===== config.mk =====
export PLATFORM = sky130hd
export DESIGN_NAME = dma_run_top
export DESIGN_NICKNAME = d
export VERILOG_FILES = /design/src/rtl/dma_run_pkg.sv /design/src/rtl/dma_run_ctl.sv /design/src/rtl/dma_run_dp.sv /design/src/rtl/dma_run_top.sv
export SDC_FILE = /design/constraint.sdc
export NUM_CORES = 1
export LEC_CHECK = 0
export BUFFER_PORTS_ARGS = -buffer_cell sky130_fd_sc_hd__buf_2
export CELL_PAD_IN_SITES_DETAIL_PLACEMENT = 0
export CELL_PAD_IN_SITES_GLOBAL_PLACEMENT = 2
export CORE_ASPECT_RATIO = 1.4
export CORE_MARGIN = 3
export CORE_UTILIZATION = 32
export CTS_CLUSTER_DIAMETER = 40
export CTS_CLUSTER_SIZE = 28
export DETAILED_ROUTE_END_ITERATION = 10
export PLACE_DENSITY = 0.8
export SLEW_MARGIN = 20
export SYNTH_ARGS = -nofsm -noshare
export SYNTH_HDL_FRONTEND = slang
export SYNTH_HIERARCHICAL = 1
export SYNTH_SLANG_ARGS = --single-unit

===== constraint.sdc =====
create_clock -name clk -period 2.92 [get_ports clk]
set_input_delay 0.73 -clock clk [delete_from_list [all_inputs] [get_ports clk]]
set_output_delay 0.73 -clock clk [all_outputs]
set_load 0.01 [all_outputs]

===== src/rtl/dma_run_pkg.sv =====
package dma_run_pkg;

  typedef enum logic [1:0] {
    ST_HALT = 2'b00,
    ST_WAIT = 2'b01,
    ST_XFER = 2'b10
  } chState_t;

  typedef struct packed {
    logic loadSrc;
    logic loadDst;
    logic loadCnt;
    logic advance;
  } dpStrobe_t;

  localparam logic [1:0] IDX_CTRL = 2'd0;
  localparam logic [1:0] IDX_SRC  = 2'd1;
  localparam logic [1:0] IDX_DST  = 2'd2;
  localparam logic [1:0] IDX_CNT  = 2'd3;

  localparam int BIT_START  = 31;
  localparam int BIT_STOP   = 24;
  localparam int BIT_NORMEN = 23;
  localparam int BIT_ABTEN  = 22;
  localparam int BIT_STLO   = 8;
  localparam int BIT_NSTAT  = 1;
  localparam int BIT_ASTAT  = 0;

endpackage


===== src/rtl/dma_run_ctl.sv =====
module dma_run_ctl
  import dma_run_pkg::*;
(
  input  logic       clk,
  input  logic       rstN,
  input  logic       regWe,
  input  logic [1:0] regAddr,
  input  logic       startBit,
  input  logic       stopBit,
  input  logic       normEnBit,
  input  logic       abortEnBit,
  input  logic       clrNormBit,
  input  logic       clrAbortBit,
  input  logic       xferReq,
  input  logic       xferDone,
  input  logic       xferErr,
  input  logic       cntZero,
  input  logic       cntLast,
  output dpStrobe_t  strobe,
  output chState_t   stateQ,
  output logic       chHalted,
  output logic       normEn,
  output logic       abortEn,
  output logic       normStat,
  output logic       abortStat
);

  chState_t stateD;
  logic ctrlWr, startCmd, stopCmd;
  logic doneOk, doneBad, normSet, abortSet;

  assign ctrlWr   = regWe && (regAddr == IDX_CTRL);
  assign startCmd = ctrlWr && startBit;
  assign stopCmd  = ctrlWr && stopBit;
  assign chHalted = (stateQ == ST_HALT);

  assign doneOk  = (stateQ == ST_XFER) && xferDone && !xferErr;
  assign doneBad = (stateQ == ST_XFER) && xferDone && xferErr;

  assign strobe.loadSrc = chHalted && regWe && (regAddr == IDX_SRC);
  assign strobe.loadDst = chHalted && regWe && (regAddr == IDX_DST);
  assign strobe.loadCnt = chHalted && regWe && (regAddr == IDX_CNT);
  assign strobe.advance = doneOk;

  assign normSet  = (doneOk && cntLast) || (chHalted && startCmd && cntZero);
  assign abortSet = doneBad;

  always_comb begin
    stateD = stateQ;
    unique case (stateQ)
      ST_HALT: if (startCmd && !cntZero) stateD = ST_WAIT;
      ST_WAIT: begin
        if (stopCmd && !startCmd) stateD = ST_HALT;
        else if (!stopCmd && xferReq) stateD = ST_XFER;
      end
      ST_XFER: begin
        if (doneBad) stateD = ST_HALT;
        else if (doneOk) stateD = cntLast ? ST_HALT : ST_WAIT;
      end
      default: stateD = ST_HALT;
    endcase
  end

  always_ff @(posedge clk or negedge rstN) begin
    if (!rstN) begin
      stateQ    <= ST_HALT;
      normEn    <= 1'b0;
      abortEn   <= 1'b0;
      normStat  <= 1'b0;
      abortStat <= 1'b0;
    end else begin
      stateQ <= stateD;
      if (ctrlWr && chHalted) begin
        normEn  <= normEnBit;
        abortEn <= abortEnBit;
      end
      normStat  <= normSet  | (normStat  & ~(ctrlWr & clrNormBit));
      abortStat <= abortSet | (abortStat & ~(ctrlWr & clrAbortBit));
    end
  end

  AST_XFER_HOLDS: assert property (@(posedge clk) disable iff (!rstN)
    (stateQ == ST_XFER && !xferDone) |=> (stateQ == ST_XFER));

  AST_STOP_PARKS: assert property (@(posedge clk) disable iff (!rstN)
    (stateQ == ST_WAIT && stopCmd && !startCmd) |=> (stateQ == ST_HALT));

  AST_BOTH_WAITS: assert property (@(posedge clk) disable iff (!rstN)
    (stateQ == ST_WAIT && startCmd && stopCmd) |=> (stateQ == ST_WAIT));

  AST_ERR_HALTS: assert property (@(posedge clk) disable iff (!rstN)
    (stateQ == ST_XFER && xferDone && xferErr) |=> (stateQ == ST_HALT && abortStat));

  AST_ABORT_STICKY: assert property (@(posedge clk) disable iff (!rstN)
    (abortStat && !(ctrlWr && clrAbortBit)) |=> abortStat);

  AST_EN_FROZEN: assert property (@(posedge clk) disable iff (!rstN)
    (!chHalted) |=> (normEn == $past(normEn) && abortEn == $past(abortEn)));

endmodule


===== src/rtl/dma_run_dp.sv =====
module dma_run_dp
  import dma_run_pkg::*;
#(
  parameter int DATA_W = 32,
  parameter int CNT_W  = 16,
  parameter int STEP   = 4
) (
  input  logic              clk,
  input  logic              rstN,
  input  dpStrobe_t         strobe,
  input  logic              chHalted,
  input  logic [DATA_W-1:0] wrAddrVal,
  input  logic [CNT_W-1:0]  wrCntVal,
  output logic [DATA_W-1:0] srcQ,
  output logic [DATA_W-1:0] dstQ,
  output logic [CNT_W-1:0]  cntQ,
  output logic              cntZero,
  output logic              cntLast
);

  localparam logic [DATA_W-1:0] ADDR_STEP = DATA_W'(STEP);
  localparam logic [CNT_W-1:0]  CNT_STEP  = CNT_W'(STEP);

  assign cntZero = (cntQ == '0);
  assign cntLast = (cntQ <= CNT_STEP);

  always_ff @(posedge clk or negedge rstN) begin
    if (!rstN) begin
      srcQ <= '0;
      dstQ <= '0;
      cntQ <= '0;
    end else begin
      if (strobe.loadSrc) srcQ <= wrAddrVal;
      else if (strobe.advance) srcQ <= srcQ + ADDR_STEP;
      if (strobe.loadDst) dstQ <= wrAddrVal;
      else if (strobe.advance) dstQ <= dstQ + ADDR_STEP;
      if (strobe.loadCnt) cntQ <= wrCntVal;
      else if (strobe.advance) cntQ <= cntLast ? '0 : cntQ - CNT_STEP;
    end
  end

  AST_ADV_STEP: assert property (@(posedge clk) disable iff (!rstN)
    strobe.advance |=> (srcQ == $past(srcQ) + ADDR_STEP && dstQ == $past(dstQ) + ADDR_STEP));

  AST_LOAD_HALTED: assert property (@(posedge clk) disable iff (!rstN)
    (strobe.loadSrc || strobe.loadDst || strobe.loadCnt) |-> chHalted);

  AST_CNT_KEEPS: assert property (@(posedge clk) disable iff (!rstN)
    (!strobe.advance && !strobe.loadCnt) |=> $stable(cntQ));

endmodule


===== src/rtl/dma_run_top.sv =====
module dma_run_top
  import dma_run_pkg::*;
#(
  parameter int DATA_W = 32,
  parameter int CNT_W  = 16,
  parameter int STEP   = 4
) (
  input  logic              clk,
  input  logic              rstN,
  input  logic              regWe,
  input  logic [1:0]        regAddr,
  input  logic [DATA_W-1:0] regWdata,
  output logic [DATA_W-1:0] regRdata,
  input  logic              xferReq,
  output logic              xferActive,
  output logic [DATA_W-1:0] xferSrc,
  output logic [DATA_W-1:0] xferDst,
  input  logic              xferDone,
  input  logic              xferErr,
  output logic              irqNormal,
  output logic              irqAbort
);

  dpStrobe_t strobe;
  chState_t  stateQ;
  logic chHalted, normEn, abortEn, normStat, abortStat, cntZero, cntLast;
  logic [DATA_W-1:0] srcQ, dstQ, ctrlRd;
  logic [CNT_W-1:0]  cntQ;

  dma_run_ctl u_ctl (
    .clk(clk), .rstN(rstN), .regWe(regWe), .regAddr(regAddr),
    .startBit(regWdata[BIT_START]), .stopBit(regWdata[BIT_STOP]),
    .normEnBit(regWdata[BIT_NORMEN]), .abortEnBit(regWdata[BIT_ABTEN]),
    .clrNormBit(regWdata[BIT_NSTAT]), .clrAbortBit(regWdata[BIT_ASTAT]),
    .xferReq(xferReq), .xferDone(xferDone), .xferErr(xferErr),
    .cntZero(cntZero), .cntLast(cntLast), .strobe(strobe), .stateQ(stateQ),
    .chHalted(chHalted), .normEn(normEn), .abortEn(abortEn),
    .normStat(normStat), .abortStat(abortStat)
  );

  dma_run_dp #(.DATA_W(DATA_W), .CNT_W(CNT_W), .STEP(STEP)) u_dp (
    .clk(clk), .rstN(rstN), .strobe(strobe), .chHalted(chHalted),
    .wrAddrVal(regWdata), .wrCntVal(regWdata[CNT_W-1:0]),
    .srcQ(srcQ), .dstQ(dstQ), .cntQ(cntQ), .cntZero(cntZero), .cntLast(cntLast)
  );

  always_comb begin
    ctrlRd = '0;
    ctrlRd[BIT_NORMEN] = normEn;
    ctrlRd[BIT_ABTEN]  = abortEn;
    ctrlRd[BIT_STLO+1:BIT_STLO] = stateQ;
    ctrlRd[BIT_NSTAT]  = normStat;
    ctrlRd[BIT_ASTAT]  = abortStat;
  end

  always_comb begin
    unique case (regAddr)
      IDX_CTRL: regRdata = ctrlRd;
      IDX_SRC:  regRdata = srcQ;
      IDX_DST:  regRdata = dstQ;
      default:  regRdata = DATA_W'(cntQ);
    endcase
  end

  assign xferActive = (stateQ == ST_XFER);
  assign xferSrc    = srcQ;
  assign xferDst    = dstQ;
  assign irqNormal  = normStat & normEn;
  assign irqAbort   = abortStat & abortEn;

  AST_IRQ_GATED: assert property (@(posedge clk) disable iff (!rstN)
    (irqNormal || irqAbort) |-> (normStat || abortStat));

endmodule


==> results of run 1 <==
[per-layer routing]
layer	part of all wire, %	wire, µm
met1	40	7780
met2	54	10400
met3	3.8	728
met4	1.8	351
met5	0	0
[cell usage in the layout, fill, tap and decap left out, types with 5 or more instances in the layout]
cell,count
o21ai_0,36
mux2_2,15
o21ai_1,29
nor3_1,11
and4_1,5
nor2b_1,6
a21oi_1,8
and2_1,9
a22o_1,29
nand3_1,27
nor4_1,13
buf_4,26
and3_1,13
buf_2,137
clkbuf_16,9
inv_1,12
xnor2_1,26
dfrtp_1,86
o31ai_1,5
nor2_1,23
nand4_1,23
xor2_1,35
mux2i_1,5
nand2_1,92
[power breakdown]
group | switching (mW) | total, mW | internal [mW] | leakage (nW)
Sequential | 0.613 | 2.16 | 1.55 | 1.06
Clock | 0.479 | 1.32 | 0.837 | 0.161
Combinational | 0.866 | 1.68 | 0.812 | 1.74
Total | 1.96 | 5.16 | 3.20 | 2.96
[layout make-up]
type | instances | area [µm²]
Fill cell | 1686 | 9620
Tap cell | 199 | 249
Timing Repair Buffer | 166 | 941
Clock inverter | 4 | 95.1
Sequential cell | 86 | 2150
Clock buffer | 12 | 236
Multi-Input combinational cell | 470 | 3110
Inverter | 12 | 45.0
[worst max-delay path, stage by stage]
cell and delay [ns]:
buf_2 0.29, buf_12 0.18, mux2_2 0.35, a22o_1 0.17
buf_2 0.14
[final timing paths]
kind                                  from            end  slack (ns)  cells after the start
max                             regAddr[1]   regRdata[10]        0.32                      5
min                                   rstN   u_dp/dstQ[0]        0.36                      1
max reg2reg                u_ctl/stateQ[0]  u_dp/srcQ[20]        0.52                      7
min reg2reg                   u_ctl/normEn   u_ctl/normEn        0.52                      1
max in group asynchronous             rstN  u_dp/srcQ[11]        1.87                      2
min in group clk              u_ctl/normEn   u_ctl/normEn        0.52                      1
[per-stage QoR]
step | hold slack [ns] | area [µm²] | total power, mW | setup slack [ns] | utilization (%)
after floorplan | 0.434 | 5470 | 3.00 | 0.522 | -
after global placement | 0.499 | 6490 | 3.84 | 0.197 | 39.5
after detailed placement | 0.504 | 6490 | 3.87 | 0.190 | 39.5
after CTS | 0.381 | 6830 | 5.21 | 0.315 | 41.5
after global routing | 0.395 | 6830 | 5.47 | 0.256 | 41.5
final | 0.361 | 6830 | 5.16 | 0.322 | 41.5
[sequential cells by signal (all words and copies together), names as in the netlist]
register         cells
u_dp/dstQ           32
u_dp/srcQ           32
u_dp/cntQ           16
u_ctl/stateQ         2
u_ctl/abortEn        1
u_ctl/abortStat      1
u_ctl/normEn         1
u_ctl/normStat       1
==> flow_summary_export.csv, run 1 <==
group,metric,value,unit
route,wl_per_cell,20.3,µm
clocking,clk_pin_slew,0.06,ns
pwr,power_leakage,2.96,nW
clocking,clk-insertion-delay-late,0.34,ns
grt,use_met2,37.7,%
finish,layout.cells.non_filler,949,
worst_setup_path,worstPathRequired,2.19,ns
route,vias,5170,
die,ios,139,
timing,fin_tns_setup,0,ns
worst_setup_path,crit_arrival,1.87,ns
synthesis,syn_area,0.00547,mm²
grt,antenna_found_initial,0,
grt,grt_pass1_vias,5257,
clocking,htree_levels,3,
run,maxCapViolCount,0,
place,gp_congestion,0.924,
grt,top_usage_layer,"met2",
timing,worstMarginPinSlew,0.614,ns
worst_setup_path,cp_max_fo,11,
finish,fin_nets,789,
place,dpl.hpwl,15000,µm
route,avgViaCountPerCell,5.45,
clocking,clockBufferDepth,2,
status,status,"finished, final reports clean",
timing,slew_headroom,58.7,%
grt,grt_usage,20.7,%
finish,drive_gt1_share,28.5,%
pwr,vdd_drop_max,0.314,mV
synthesis,postSynthCellCount,601,
worst_setup_path,end_kind,"primary output",
timing,rsz0062_at_grt,"false",
timing,min_period,2.60,ns
route,ant_nets,0,
grt,grt_max_degree,50,
synthesis,syn_nets,645,
finish,syn_to_final_growth,24.8,%
synthesis,synth_warnings,6,
route,first_pass_iters,4,
die,fp.dieW,117,µm
clocking,cts_tree,"built",
grt,grt_use_met3,2.98,%
place,dp.cells,933,
grt,overflow,0,
route,drt-total-wl,19200,µm
clocking,cts_resized,0,
die,num_rows,55,
clocking,cts-root-buf,"clkbuf_16",
clocking,cts.sinks,86,
clocking,cts_setup_buffers,0,
timing,fmax,385,MHz
place,portBuffers,138,
die,core-area,0.0164,mm²
die,fp.dieH,161,µm
worst_hold_path,hold_path.class,"in -> async",
timing,timing_hold_violations_final,0,
worst_setup_path,crit_type,"in -> out",
timing,skew,0.00686,ns
pwr,powerDensity,755,mW/mm²
synthesis,postSynthAreaPerCell,9.10,µm²
timing,period_share,89.0,%
timing,setup_violations,0,
die,die_area,0.0187,mm²
route,drt_iter0_drc,285,
worst_setup_path,cp-start-kind,"input pin",
clocking,cts_buffers,9,
clocking,cts_hold_buffers,0,
die,start_util,33.3,%
timing,drv_slew,0,
grt,grt_pass1_wl,29900,µm
route,drc,0,
grt,grtUsageMet1,24.9,%
finish,n_antenna_cell,0,
Note: power is estimated with default switching activity, not from simulation.
==> inputs of run 2 (changes only) <==
Settings changed: ABC_AREA from default to 1, CORE_UTILIZATION 32 to 29, PLACE_DENSITY 0.8 to 0.79.
==> flow_summary_export.csv, run 2 <==
group,metric,value,unit
status,status,"finished, final reports clean",
finish,final_area,0.00780,mm²
finish,layout_commonest_cell,"nand2_1",
finish,fin_nets,1175,
timing,finalHoldWorstSlack,0.396,ns
place,portBuffers,138,
clocking,cts_buffers,9,
place,dpl_cell_area,0.00746,mm²
synthesis,synth_area_leader_cell,"dfrtp_1",
timing,timing_hold_violations_final,0,
worst_setup_path,crit_cells,7,
worst_setup_path,cp_slowest_stage_delay,0.28,ns
synthesis,synth_warnings,6,
synthesis,synth.distinct_cells,33,
clocking,cts_tree,"built",
timing,skew,0.00982,ns
worst_setup_path,worstPathCellList,"buf_2 > inv_2 > nor2_4 > buf_4 > nand2_1 > nand2_1 > buf_2",
die,start_util,29.9,%
synthesis,seq_area_frac_synth,33.5,%
timing,setup_violations,0,
finish,layout_common_cells,"nand2_1, buf_2, nor2_1, dfrtp_1, nand3_1",
worst_setup_path,critPathBufInv,4,
route,drc,0,
grt,grt_usage,22.8,%
route,vias,7080,
clocking,clockBufferDepth,2,
grt,grt_use_met3,2.10,%
timing,fin_tns_setup,0,ns
synthesis,synth_common_cells,"nand2_1, nor2_1, dfrtp_1",
timing,setup_ws,0.281,ns
route,avgViaCountPerCell,4.96,
grt,grtUsageMet1,27.5,%
synthesis,postSynthCellCount,993,
finish,drive_gt1_share,18.4,%
timing,worstMarginPinSlew,0.663,ns
grt,grt_pass1_wl,42300,µm
die,fp.dieH,182,µm
grt,overflow,0,
worst_hold_path,hold_path.class,"in -> async",
die,num_rows,63,
pwr,powerDensity,946,mW/mm²
worst_setup_path,reg2reg_from,"u_ctl/stateQ[0]",
route,wl_per_cell,19.4,µm
pwr,vdd_drop_max,0.351,mV
clocking,cts_setup_buffers,0,
clocking,clk-insertion-delay-late,0.36,ns
clocking,clk_pin_slew,0.07,ns
grt,grt_pass1_vias,7161,
synthesis,postSynthAreaPerCell,6.47,µm²
synthesis,syn_area,0.00643,mm²
worst_setup_path,cp-start-kind,"input pin",
synthesis,synth-main-ff-cell,"dfrtp_1",
worst_setup_path,crit_start,"regAddr[0]",
synthesis,synth-edff-count,0,
worst_setup_path,critical_path.top_delay_family,"buffers and inverters",
worst_setup_path,crit_type,"in -> out",
synthesis,synth_top_area_share,33.5,%
route,first_pass_iters,5,
place,dpl.hpwl,21600,µm
synthesis,ys_ff_latch,86,
worst_setup_path,cp_max_fo,17,
clocking,cts_resized,0,
finish,largestRegisters,"u_dp/dstQ (32), u_dp/srcQ (32), u_dp/cntQ (16)",
route,drt-total-wl,27700,µm
synthesis,synth_area_leaders,"dfrtp_1, nand2_1, nor2_1",
worst_setup_path,worstPathRequired,2.19,ns
worst_setup_path,cp_slowest_cell,"buf_2",
synthesis,yosysMostFrequentCell,"nand2_1",
timing,rsz0062_at_grt,"false",
worst_setup_path,end_kind,"primary output",
route,ant_nets,0,
finish,n_antenna_cell,0,
clocking,cts-root-buf,"clkbuf_16",
die,die_area,0.0240,mm²
grt,antenna_found_initial,0,
clocking,cts.sinks,86,
die,fp.dieW,132,µm
finish,fillerInstances,2470,
place,place_ws,0.145,ns
timing,drv_slew,0,
clocking,cts_hold_buffers,0,
clocking,htree_levels,3,
timing,period_share,90.4,%
pwr,power_leakage,3.81,nW
grt,use_met2,40.9,%
route,drt_iter0_drc,333,
worst_setup_path,reg2reg_depth,8,
worst_setup_path,crit_arrival,1.91,ns
timing,slew_headroom,55.8,%
grt,top_usage_layer,"met2",
finish,syn_to_final_growth,21.3,%
grt,grt_max_degree,47,
synthesis,syn_nets,1037,
run,maxCapViolCount,0,
place,gp_congestion,0.906,
die,core-area,0.0215,mm²
synthesis,async_flop_share,100,%
timing,fmax,379,MHz
timing,min_period,2.64,ns
die,ios,139,
run 2: routing by layer:
layer | wire length (µm) | part of all wire, % | vias to the layer above
li1 | - | - | 3499
met5 | 0 | 0 | -
met2 | 13900 | 50 | 203
met1 | 11600 | 42 | 3333
met3 | 963 | 3.5 | 45
met4 | 1190 | 4.3 | 0
run 2: final cells by class:
class | instances | area [µm²] | area share [%]
sequential | 86 | 2150 | 27.6
timing repair buffer | 154 | 826 | 10.6
tap | 292 | 365 | 4.68
clock inverter | 6 | 92.6 | 1.19
multi-input combinational | 814 | 3880 | 49.7
inverter | 66 | 248 | 3.18
clock buffer | 10 | 239 | 3.06
run 2: kinds of logic (layout without fill, tap and decap cells):
group / count (synthesis) / after routing / share of synthesized area [%]
flops: 86 / 86 / 33.5
buf+inv: 93 / 236 / 6.52
mux: 2 / 2 / 0.350
compound gates: 95 / 95 / 10.2
simple gates: 687 / 687 / 45.2
xor+xnor: 26 / 26 / 3.54
fa+ha+maj: 4 / 4 / 0.779
run 2: metrics by stage:
step	cells	util, %	total power, mW
2_1_floorplan	993	-	4.46
3_3_place_gp	1412	34.7	6.07
4_1_cts	1428	36.2	7.45
6_report	1428	36.2	7.38
5_1_grt	1428	36.2	7.93
3_5_place_dp	1412	34.7	6.08
run 2: path summary, 6_finish.rpt:
path                                       to  slack (ns)
worst min-delay path             u_dp/dstQ[2]        0.40
worst max-delay path             regRdata[30]        0.28
worst max register to register   u_dp/srcQ[9]        0.77
worst min register to register  u_ctl/abortEn        0.51
max in group asynchronous        u_dp/cntQ[2]        1.85
min in group clk                u_ctl/abortEn        0.51
run 2: worst reg2reg max path: stages (launching register included):
cell and delay, ns:
dfrtp_1 0.48, nor2_2 0.14, nand2_1 0.13, nor3_2 0.38, inv_2 0.16, nand2_1 0.19, inv_2 0.23, a22oi_1 0.20
o21ai_0 0.11
run 2: power by group:
part	total, mW	switching [mW]	internal, mW	leakage (nW)
registers	2.97	1.23	1.74	1.06
logic	3.07	1.80	1.27	2.59
clock network	1.34	0.558	0.781	0.156
total	7.38	3.59	3.79	3.81
